## config.mk

```make
export PLATFORM = sky130hd
export DESIGN_NAME = xmem_cycle_gen
export DESIGN_NICKNAME = d
export VERILOG_FILES = /design/src/rtl/xmem_pkg.sv /design/src/rtl/xmem_stretch_reg.sv /design/src/rtl/xmem_width_dec.sv /design/src/rtl/xmem_seq.sv /design/src/rtl/xmem_cycle_gen.sv
export SDC_FILE = /design/constraint.sdc
export NUM_CORES = 1
export LEC_CHECK = 0
export BUFFER_PORTS_ARGS = -buffer_cell sky130_fd_sc_hd__clkbuf_2
export CORE_MARGIN = 4
export CORE_UTILIZATION = 33
export CTS_CLUSTER_DIAMETER = 80
export CTS_CLUSTER_SIZE = 10
export DETAILED_ROUTE_END_ITERATION = 12
export PLACE_DENSITY = 0.68
export SLEW_MARGIN = 25
export SYNTH_ARGS = -nofsm -noshare
export SYNTH_HDL_FRONTEND = slang
export SYNTH_SLANG_ARGS = --single-unit
```

## constraint.sdc

```tcl
create_clock -name clk -period 3.8 [get_ports clk]
set_input_delay 0.19 -clock clk [delete_from_list [all_inputs] [get_ports clk]]
set_output_delay 0.19 -clock clk [all_outputs]
set_load 0.01 [all_outputs]
```

## src/rtl/xmem_pkg.sv

```systemverilog
package xmem_pkg;
   typedef enum logic {
      XM_IDLE = 1'b0,
      XM_BUSY = 1'b1
   } xm_state_t;

   // last window index and strobe span are one wider than the stretch field
   function automatic int unsigned xm_cnt_width(input int unsigned sw);
      return sw + 1;
   endfunction
endpackage

```

## src/rtl/xmem_stretch_reg.sv

```systemverilog
module xmem_stretch_reg #(
   parameter int unsigned SW          = 3,
   parameter int unsigned RST_STRETCH = 1,
   parameter bit          PROG        = 1'b1
) (
   input  logic          clk,
   input  logic          rst_n,
   input  logic          we,
   input  logic [SW-1:0] wdata,
   output logic [SW-1:0] q
);
   localparam logic [SW-1:0] RST_VAL = SW'(RST_STRETCH);

   generate
      if (PROG) begin : g_prog
         logic [SW-1:0] val_q;
         always_ff @(posedge clk or negedge rst_n) begin
            if (!rst_n)  val_q <= RST_VAL;
            else if (we) val_q <= wdata;
         end
         assign q = val_q;


         load_takes_chk: assert property (@(posedge clk) disable iff (!rst_n)
            we |=> (q == $past(wdata)));

         hold_chk: assert property (@(posedge clk) disable iff (!rst_n)
            !we |=> $stable(q));
      end else begin : g_fixed
         assign q = RST_VAL;
      end
   endgenerate
endmodule

```

## src/rtl/xmem_width_dec.sv

```systemverilog
module xmem_width_dec #(
   parameter int unsigned SW = 3,
   parameter int unsigned CW = SW + 1
) (
   input  logic [SW-1:0] stretch,
   output logic [CW-1:0] rd_last,
   output logic [CW-1:0] wr_last,
   output logic [CW-1:0] wr_span
);
   logic [CW-1:0] s_ext;
   assign s_ext = CW'(stretch);

   // window indices count from 0: read window stretch+1 long, write stretch+2
   always_comb begin
      rd_last = s_ext;
      wr_last = s_ext + CW'(1);
      if (stretch == '0) wr_span = CW'(1);
      else               wr_span = s_ext;
   end
endmodule

```

## src/rtl/xmem_seq.sv

```systemverilog
module xmem_seq
   import xmem_pkg::*;
#(
   parameter int unsigned SW = 3,
   parameter int unsigned AW = 12,
   parameter int unsigned DW = 8,
   parameter int unsigned CW = SW + 1
) (
   input  logic          clk,
   input  logic          rst_n,
   input  logic [SW-1:0] stretch,
   input  logic          req_valid,
   input  logic          req_write,
   input  logic [AW-1:0] req_addr,
   input  logic [DW-1:0] req_wdata,
   output logic          req_ready,
   output logic [SW-1:0] lat_stretch,
   input  logic [CW-1:0] rd_last,
   input  logic [CW-1:0] wr_last,
   input  logic [CW-1:0] wr_span,
   output logic          done,
   output logic [DW-1:0] rd_data,
   output logic [AW-1:0] mem_addr,
   output logic          mem_addr_vld,
   output logic          mem_rd,
   output logic          mem_wr,
   output logic [DW-1:0] mem_wdata,
   input  logic [DW-1:0] mem_rdata
);
   xm_state_t     state_q;
   logic [CW-1:0] pos_q;
   logic          wr_q;
   logic [AW-1:0] addr_q;
   logic [DW-1:0] wdata_q;
   logic [SW-1:0] s_q;
   logic          done_q;
   logic [DW-1:0] rdata_q;
   logic [CW-1:0] last_idx;
   logic          busy;
   logic          at_last;

   assign busy     = (state_q == XM_BUSY);
   assign last_idx = wr_q ? wr_last : rd_last;
   assign at_last  = busy && (pos_q == last_idx);

   always_ff @(posedge clk or negedge rst_n) begin
      if (!rst_n) begin
         state_q <= XM_IDLE;
         pos_q   <= '0;
         wr_q    <= 1'b0;
         addr_q  <= '0;
         wdata_q <= '0;
         s_q     <= '0;
         done_q  <= 1'b0;
         rdata_q <= '0;
      end else begin
         done_q <= 1'b0;
         unique case (state_q)
            XM_IDLE: begin
               if (req_valid) begin
                  state_q <= XM_BUSY;
                  pos_q   <= '0;
                  wr_q    <= req_write;
                  addr_q  <= req_addr;
                  wdata_q <= req_wdata;
                  s_q     <= stretch;
               end
            end
            XM_BUSY: begin
               if (pos_q == last_idx) begin
                  state_q <= XM_IDLE;
                  done_q  <= 1'b1;
                  if (!wr_q) rdata_q <= mem_rdata;
               end else begin
                  pos_q <= pos_q + CW'(1);
               end
            end
            default: state_q <= XM_IDLE;
         endcase
      end
   end

   assign req_ready    = !busy;
   assign lat_stretch  = s_q;
   assign done         = done_q;
   assign rd_data      = rdata_q;
   assign mem_addr     = addr_q;
   assign mem_wdata    = wdata_q;
   assign mem_addr_vld = busy;
   assign mem_rd       = busy && !wr_q;
   assign mem_wr       = busy && wr_q && (pos_q != '0) && (pos_q <= wr_span);


   strobe_excl_chk: assert property (@(posedge clk) disable iff (!rst_n)
      !(mem_rd && mem_wr));

   strobe_in_window_chk: assert property (@(posedge clk) disable iff (!rst_n)
      (mem_rd || mem_wr) |-> mem_addr_vld);

   wr_not_first_chk: assert property (@(posedge clk) disable iff (!rst_n)
      $rose(mem_addr_vld) |-> !mem_wr);

   done_pulse_chk: assert property (@(posedge clk) disable iff (!rst_n)
      done |=> !done);

   done_after_window_chk: assert property (@(posedge clk) disable iff (!rst_n)
      at_last |=> (done && !mem_addr_vld));

   addr_stable_chk: assert property (@(posedge clk) disable iff (!rst_n)
      (mem_addr_vld && !at_last) |=> ($stable(mem_addr) && mem_addr_vld));

   stretch_frozen_chk: assert property (@(posedge clk) disable iff (!rst_n)
      (mem_addr_vld && !at_last) |=> $stable(lat_stretch));

   accept_chk: assert property (@(posedge clk) disable iff (!rst_n)
      (req_ready && req_valid) |=> (mem_addr_vld && (mem_addr == $past(req_addr))));
endmodule

```

## src/rtl/xmem_cycle_gen.sv

```systemverilog
module xmem_cycle_gen #(
   parameter int unsigned SW          = 3,
   parameter int unsigned AW          = 12,
   parameter int unsigned DW          = 8,
   parameter int unsigned RST_STRETCH = 1,
   parameter bit          PROG        = 1'b1
) (
   input  logic          clk,
   input  logic          rst_n,
   input  logic          cfg_we,
   input  logic [SW-1:0] cfg_wdata,
   output logic [SW-1:0] cfg_stretch_q,
   input  logic          req_valid,
   input  logic          req_write,
   input  logic [AW-1:0] req_addr,
   input  logic [DW-1:0] req_wdata,
   output logic          req_ready,
   output logic          done,
   output logic [DW-1:0] rd_data,
   output logic [AW-1:0] mem_addr,
   output logic          mem_addr_vld,
   output logic          mem_rd,
   output logic          mem_wr,
   output logic [DW-1:0] mem_wdata,
   input  logic [DW-1:0] mem_rdata
);
   localparam int unsigned CW = xmem_pkg::xm_cnt_width(SW);

   generate
      if (SW < 1 || SW > 6) begin : g_bad_sw
         $error("stretch field width out of range");
      end
      if (RST_STRETCH >= (1 << SW)) begin : g_bad_rst
         $error("reset stretch does not fit the field");
      end
      if (AW < 1 || DW < 1) begin : g_bad_bus
         $error("bus widths must be positive");
      end
   endgenerate

   logic [SW-1:0] s_live;
   logic [SW-1:0] s_cyc;
   logic [CW-1:0] rd_last;
   logic [CW-1:0] wr_last;
   logic [CW-1:0] wr_span;

   xmem_stretch_reg #(
      .SW(SW), .RST_STRETCH(RST_STRETCH), .PROG(PROG)
   ) u_stretch (
      .clk   (clk),
      .rst_n (rst_n),
      .we    (cfg_we),
      .wdata (cfg_wdata),
      .q     (s_live)
   );

   xmem_width_dec #(.SW(SW), .CW(CW)) u_dec (
      .stretch (s_cyc),
      .rd_last (rd_last),
      .wr_last (wr_last),
      .wr_span (wr_span)
   );

   xmem_seq #(.SW(SW), .AW(AW), .DW(DW), .CW(CW)) u_seq (
      .clk          (clk),
      .rst_n        (rst_n),
      .stretch      (s_live),
      .req_valid    (req_valid),
      .req_write    (req_write),
      .req_addr     (req_addr),
      .req_wdata    (req_wdata),
      .req_ready    (req_ready),
      .lat_stretch  (s_cyc),
      .rd_last      (rd_last),
      .wr_last      (wr_last),
      .wr_span      (wr_span),
      .done         (done),
      .rd_data      (rd_data),
      .mem_addr     (mem_addr),
      .mem_addr_vld (mem_addr_vld),
      .mem_rd       (mem_rd),
      .mem_wr       (mem_wr),
      .mem_wdata    (mem_wdata),
      .mem_rdata    (mem_rdata)
   );

   assign cfg_stretch_q = s_live;
endmodule

```

==> metrics.md, run 1 <==
| Metric | Value |
|---|---|
| Critical path startpoint category | `flip-flop` |
| Post-synthesis sequential area ratio | `55.6%` |
| Mapped Area | `1850 um2` |
| Drt first pass iters | `4` |
| Drt wl/cell | `12.1 um` |
| Critical setup path kind | `reg2out` |
| DR iter-0 viols | `52` |
| Period utilization | `67.6%` |
| Mapped Cells | `187` |
| Reg2reg end | `u_seq.rd_data[2]` |
| Inserted Diodes | `0` |
| Vias per std cell | `4.48` |
| Worst Max-Slew Pin Slew | `0.784 ns` |
| Largest family of logic cells by synthesized area | `simple AND/OR/NAND/NOR gates` |
| Global-route wire length before repair | `6.79 mm` |
| Commonest non-fill, non-tap cell in the layout | `nand2_1` |
| Vias | `1483` |
| Post-place instance area | `2270 um2` |
| Distinct cells, synth | `27` |
| Area of the die | `6860 um2` |
| R2r worst-path depth | `7` |
| Fin. max-slew vios | `0` |
| Synth warnings | `0` |
| FF/Latch Area | `1030 um2` |
| F_max | `0.389 GHz` |
| CTS Buf Count | `5` |
| Largest net degree at the start of global routing | `42` |
| CTS H-tree depth | `2` |
| Hold Fails Final Rpt | `0` |
| Post_cts resized | `0` |
| Synth Area in Adders | `4.74%` |
| Clock Path Buffers | `2` |
| Worst hold endpoint | `u_seq.mem_addr[4]` |
| Worst path arrival time | `2.38 ns` |
| P&R area growth vs syn | `28.6%` |
| Most frequent cells in the layout | `78 x nand2_1, 70 x clkbuf_2, 40 x dfrtp_1, 12 x mux2_2, 8 x inv_1` |
| Setup WS pre-CTS | `1.50 ns` |
| Routed Antenna Nets | `0` |
| RSZ-0062 raised after global routing | `false` |
| GP Congestion | `0.742` |
| Net Count, Synth | `230` |
| Leak Pwr | `1.29 nW` |
| Tot Pwr | `1.96 mW` |
| Fin crit period | `2.57 ns` |
| Number of I/O port buffers | `71` |
| Post-layout nets | `303` |
| Simple-gate share of the synthesized area | `21.0%` |
| DRT Wirelength | `4.00 mm` |
| Setup crit end kind | `primary output` |
| TNS Setup | `0 ns` |
| Core area | `5270 um2` |
| CP required | `3.61 ns` |
| Slack of the critical path | `1.23 ns` |
| Drc violations | `0` |
| I/O Pins | `72` |
| Vias in the first global route | `1470` |
| Final setup vio count | `0` |
| VDD IR max | `0.267 mV` |
| Fraction of layout cells with a size suffix above 1 | `36.0%` |
| Cts hold-fix bufs | `0` |
| Crit Path Max Fanout | `6` |
| WHS Path Cells | `3` |
| Antenna violations before repair | `0` |
| Worst skew pair latency | `0.29 ns` |
| GRT Residual Overflow | `0` |
| Slew margin rel. | `47.6%` |
| Min Hold Slack | `0.0828 ns` |
| Max Cap Viol | `0` |
| Flops & latches, synth | `41` |
| Clk_skew | `0.00550 ns` |
| Initial Utilization | `35.0%` |
| Mux contribution to synthesized area | `8.94%` |
| Flop2flop setup slack | `1.53 ns` |
| Root Buffer | `clkbuf_8` |
| Synth Area in XOR/XNOR | `1.90%` |
| Status | `complete, no violations` |
| Clock sink count | `41` |
| Final instance area | `2370 um2` |
| Post-synthesis compound-gate area fraction | `4.74%` |
| P per Cell Area | `824 nW/um2` |
| Post-DP HPWL | `2.98 mm` |
| Die height | `82.8 um` |
| Die X | `82.8 um` |
| Area of the multi-input gates | `771 um2` |
| Filler cells | `534` |
| Syn avg cell area | `9.88 um2` |
| Hold crit path type | `in2reg` |
| Post-CTS Setup Inserts | `0` |
| CTS tree | `built` |
| Reg2reg start | `u_seq.lat_stretch[1]` |
| All-Layer GR Usage | `11.9%` |
| Reg clk slew, reported paths | `0.08 ns` |
| Min-Delay Startpoint | `req_addr[4]` |
| Row count | `26` |
flip-flops by register name, indices dropped and copies added, names as in the netlist:
register            flops
u_seq.wr_q              1
u_seq.done              1
u_seq.mem_wdata         8
u_seq.pos_q             4
u_seq.mem_addr         12
u_seq.lat_stretch       3
u_seq.rd_data           8
u_stretch.q             3
u_seq.mem_addr_vld      1
logic make-up (layout without fill, tap and decap cells):
kind of cell             Yosys count  count (layout)
AO/OA/AOI/OAI                     14              14
XOR/XNOR                           4               4
adder cells (fa/ha/maj)            7               7
buffers and inverters             14              88
flip-flops                        41              41
multiplexers                      15              15
AND/OR/NAND/NOR                   92              92
cell usage after synthesis, drive strengths merged:
master,instances,area [um2]
nand2,78,293
dfrtp,40,1000
mux2,12,135
inv,8,30.0
ha,7,87.6
clkbuf,5,18.8
o21ai,5,25.0
xnor2,4,35.0
mux2i,3,30.0
nor2,3,11.3
a21oi,2,10.0
a31oi,2,12.5
nand3,2,10.0
nor2b,2,12.5
nor3,2,10.0
a2111oi,1,8.76
a21o,1,7.51
a22oi,1,7.51
and2b,1,7.51
and4,1,8.76
buf,1,7.51
dfstp,1,26.3
nor3b,1,7.51
nor4,1,21.3
o211ai,1,7.51
o31a,1,8.76
or3,1,6.26
metal layers:
metal  track usage, %  up-vias  part of all wire [%]
li1                 -      750                     -
met1             14.7      687                    44
met2             19.5       41                    49
met3             3.37        5                   5.5
met4             4.61        0                   1.2
met5                0        -                     0
critical path, cell delays in order (launching register included):
cell	delay, ns
dfrtp_1	0.43
inv_1	0.08
ha_1	0.18
nand2_1	0.08
nand2_1	0.06
ha_1	0.29
a21o_1	0.16
a21oi_1	0.16
a31oi_1	0.05
a2111oi_0	0.40
clkbuf_2	0.21
per-stage QoR:
step	utilization (%)	std cells
after floorplan	-	187
after global placement	43.0	322
after detailed placement	43.0	322
after CTS	44.7	330
after global routing	45.1	331
final	45.1	331
area by class of cell:
class                   instances  share of cell area, %
multi-input cells             132                   32.5
flip-flops and latches         41                   43.3
well taps                      70                   3.69
repair buffers                 72                   15.5
inverters                       8                   1.26
clock buffers                   5                   2.90
clock inverters                 3                  0.948
power by group:
group	leakage [nW]	switching [mW]	internal, mW
clock	0.0481	0.157	0.130
sequential	0.503	0.155	0.631
combinational	0.735	0.488	0.397
total	1.29	0.800	1.16
how the worst max path moves through the flow:
stage                                     from          endpoint  depth (start not counted)
final                     u_seq.lat_stretch[1]            mem_wr                         10
after global routing      u_seq.lat_stretch[1]            mem_wr                         10
after CTS                 u_seq.lat_stretch[1]            mem_wr                         10
after detailed placement  u_seq.lat_stretch[1]  u_seq.rd_data[2]                          7
after global placement    u_seq.lat_stretch[1]  u_seq.rd_data[2]                          7
after floorplan           u_seq.lat_stretch[0]            mem_wr                          9
Power figures use the tool's default switching activity.
==> run 2, diff against run 1 <==
- ABC_AREA: default -> 1
- PLACE_DENSITY: 0.68 -> 0.69
- clock period: 3.8 -> 2.1 ns (I/O delays scaled with it)
==> run 2 against run 1 <==
Effect of this change:
- final area rose by 7.2%
- critical path depth fell by 1
- flip-flop and latch count did not move
- largest cell class unchanged
- clock skew fell by 0.0017 ns
- first-iteration DRC count fell by 27%
- critical endpoint unchanged
- total power rose by 100%
- sequential power rose by 82%
- worst hold slack got worse by 0.059 ns
- global-route usage rose by 0.60 points
- wire length rose by 9.9%
- largest power group unchanged
- critical path type unchanged
- combinational power rose by 140%
==> metrics.md, run 2 <==
| Metric | Value |
|---|---|
| CTS H-tree depth | `2 (unchanged)` |
| Filler cells | `569 (+6.6%)` |
| Number of I/O port buffers | `71 (unchanged)` |
| GRT Residual Overflow | `0 (unchanged)` |
| Die height | `85.6 um (+3.3%)` |
| Setup crit end kind | `primary output` |
| Synth warnings | `0 (unchanged)` |
| Reg clk slew, reported paths | `0.07 ns (about the same)` |
| DRT Wirelength | `4.40 mm (+9.9%)` |
| Clock Path Buffers | `2 (unchanged)` |
| Row count | `27 (+3.8%)` |
| Vias per std cell | `4.58 (+2.2%)` |
| Vias in the first global route | `1671 (+14%)` |
| Most frequent cell after synthesis | `nand2_1` |
| Clk_skew | `0.00384 ns (-0.00166 ns)` |
| Hold Fails Final Rpt | `0 (unchanged)` |
| Drc violations | `0 (unchanged)` |
| Worst path arrival time | `1.90 ns (-0.48 ns)` |
| CTS Buf Count | `5 (unchanged)` |
| Post-DP HPWL | `3.44 mm (+16%)` |
| Post-synthesis sequential area ratio | `51.7% (-3.9 points)` |
| Slew margin rel. | `56.7% (+9.1 points)` |
| Max Cap Viol | `0 (unchanged)` |
| Mapped Cells | `198 (+5.9%)` |
| F_max | `0.498 GHz` |
| P per Cell Area | `1580 nW/um2 (+91%)` |
| Yosys top cell area share | `50.4% (-3.8 points)` |
| Main synth FF type | `dfrtp_1` |
| Tot Pwr | `4.01 mW (+100%)` |
| Fraction of layout cells with a size suffix above 1 | `44.6% (+8.6 points)` |
| Final instance area | `2540 um2 (+7.2%)` |
| Status | `complete, no violations` |
| Critical path startpoint category | `flip-flop` |
| Synth area leader | `dfrtp_1` |
| Crit Path Max Fanout | `5 (-1)` |
| Synth cell count leaders | `51 x nand2_1, 40 x dfrtp_1, 20 x mux2_2` |
| Area of the die | `7320 um2 (+6.8%)` |
| Leak Pwr | `1.36 nW (+5.9%)` |
| Core area | `5680 um2 (+7.7%)` |
| Die X | `85.6 um (+3.3%)` |
| GP Congestion | `0.736 (-0.78%)` |
| All-Layer GR Usage | `12.5% (+0.60 points)` |
| Syn avg cell area | `10.0 um2 (+1.5%)` |
| Post-place instance area | `2430 um2 (+7.2%)` |
| Max reg flops | `12 (unchanged)` |
| Mapped Area | `1990 um2 (+7.5%)` |
| Drt wl/cell | `12.5 um (+3.3%)` |
| Net Count, Synth | `241 (+4.8%)` |
| Final setup vio count | `0 (unchanged)` |
| Fin crit period | `2.01 ns` |
| Drt first pass iters | `4 (unchanged)` |
| Post-synth ARST share | `100% (unchanged)` |
| Inserted Diodes | `0 (unchanged)` |
| DR iter-0 viols | `38 (-27%)` |
| Post-synth EDFFs | `0 (unchanged)` |
| Initial Utilization | `35.0% (-0.056 points)` |
| VDD IR max | `0.696 mV (+160%)` |
| Worst Max-Slew Pin Slew | `0.649 ns (-0.134 ns)` |
| Hold crit path type | `in2reg` |
| Fin. max-slew vios | `0 (unchanged)` |
| Min Hold Slack | `0.0243 ns (-0.0585 ns)` |
| Main area contributors after synthesis | `dfrtp_1 50%, mux2_2 11%, nand2_1 9.6%` |
| Distinct cells, synth | `24 (-11%)` |
| Worst skew pair latency | `0.29 ns (about the same)` |
| Post-layout util | `44.8% (-0.22 points)` |
| Period utilization | `95.6%` |
| Most frequent cells in the layout | `70 x clkbuf_2, 51 x nand2_1, 39 x dfrtp_1, 20 x mux2_2, 16 x nand3_1` |
| Largest net degree at the start of global routing | `29 (-31%)` |
| Clock sink count | `41 (unchanged)` |
| CP required | `2.00 ns (-1.61 ns)` |
| I/O Pins | `72 (unchanged)` |
| Antenna violations before repair | `0 (unchanged)` |
| Vias | `1612 (+8.7%)` |
| P&R area growth vs syn | `28.2%` |
| Commonest non-fill, non-tap cell in the layout | `clkbuf_2` |
| CTS tree | `built` |
| Critical setup path kind | `reg2out` |
| Root Buffer | `clkbuf_8` |
| Routed Antenna Nets | `0 (unchanged)` |
| Post-layout nets | `322 (+6.3%)` |
| Global-route wire length before repair | `7.44 mm (+9.6%)` |
| Flops & latches, synth | `41 (unchanged)` |
==> run 2: final timing paths <==
check | startpoint | endpoint | slack [ns] | cells past startpoint
max in group asynchronous | rst_n | u_seq.lat_stretch[1] | 1.16 | 3
worst max register to register | u_seq.lat_stretch[1] | u_seq.rd_data[5] | 0.48 | 10
worst min register to register | u_seq.rd_data[0] | u_seq.rd_data[0] | 0.49 | 2
worst min-delay path | cfg_wdata[1] | u_stretch.q[1] | 0.02 | 3
min in group asynchronous | rst_n | u_seq.mem_wdata[0] | 0.36 | 2
worst max-delay path | u_seq.lat_stretch[1] | mem_wr | 0.09 | 9
==> run 2: critical path: stages (launching register included) <==
cell and delay [ns]:
dfrtp_2 0.41, inv_2 0.05, ha_1 0.17, inv_1 0.08, o21ai_1 0.06, ha_1 0.31
nand2_1 0.06, o21ai_1 0.05, a221oi_1 0.24, buf_2 0.17
==> run 2: per-stage QoR <==
stage	setup TNS [ns]	instances	setup WS (ns)
after global placement	0	340	0.356
after detailed placement	0	340	0.313
final	0	352	0.0929
after global routing	-0.0300	352	-0.0300
after floorplan	0	198	0.429
after CTS	0	350	0.0130
==> run 2: logic make-up after synthesis <==
family / count (synthesis) / share of synthesized area, %
simple gates: 92 / 22.3
flops: 41 / 51.7
buf+inv: 23 / 5.67
mux: 20 / 11.3
compound gates: 13 / 3.65
fa+ha+maj: 7 / 4.41
xor+xnor: 2 / 0.882
==> run 2: area by class of cell <==
type / instances / area (um2) / area share (%)
inverters: 18 / 67.6 / 2.65
well taps: 72 / 90.1 / 3.54
repair buffers: 79 / 430 / 16.9
multi-input cells: 134 / 846 / 33.2
clock buffers: 6 / 72.6 / 2.85
flip-flops and latches: 41 / 1030 / 40.4
clock inverters: 2 / 10.0 / 0.393
==> run 2: repair_timing <==
action,in CTS,in global routing
resized for setup,0,6
pin swaps,0,3
hold buffers,1,0
setup endpoints to repair,1,1
setup buffers,1,2
hold endpoints to repair,25,0
==> run 2: layer usage <==
metal | vias to the layer above | GRT usage [%] | share of wire (%)
met2 | 47 | 20.9 | 48
met3 | 7 | 5.48 | 8.1
met5 | - | 0 | 0
met1 | 745 | 14.2 | 42
li1 | 813 | - | -
met4 | 0 | 4.03 | 1.7
==> run 2: power by group <==
part / internal, mW / total [mW] / switching (mW)
clock: 0.230 / 0.486 / 0.256
sequential: 1.16 / 1.43 / 0.269
combinational: 0.893 / 2.09 / 1.20
total: 2.28 / 4.01 / 1.72
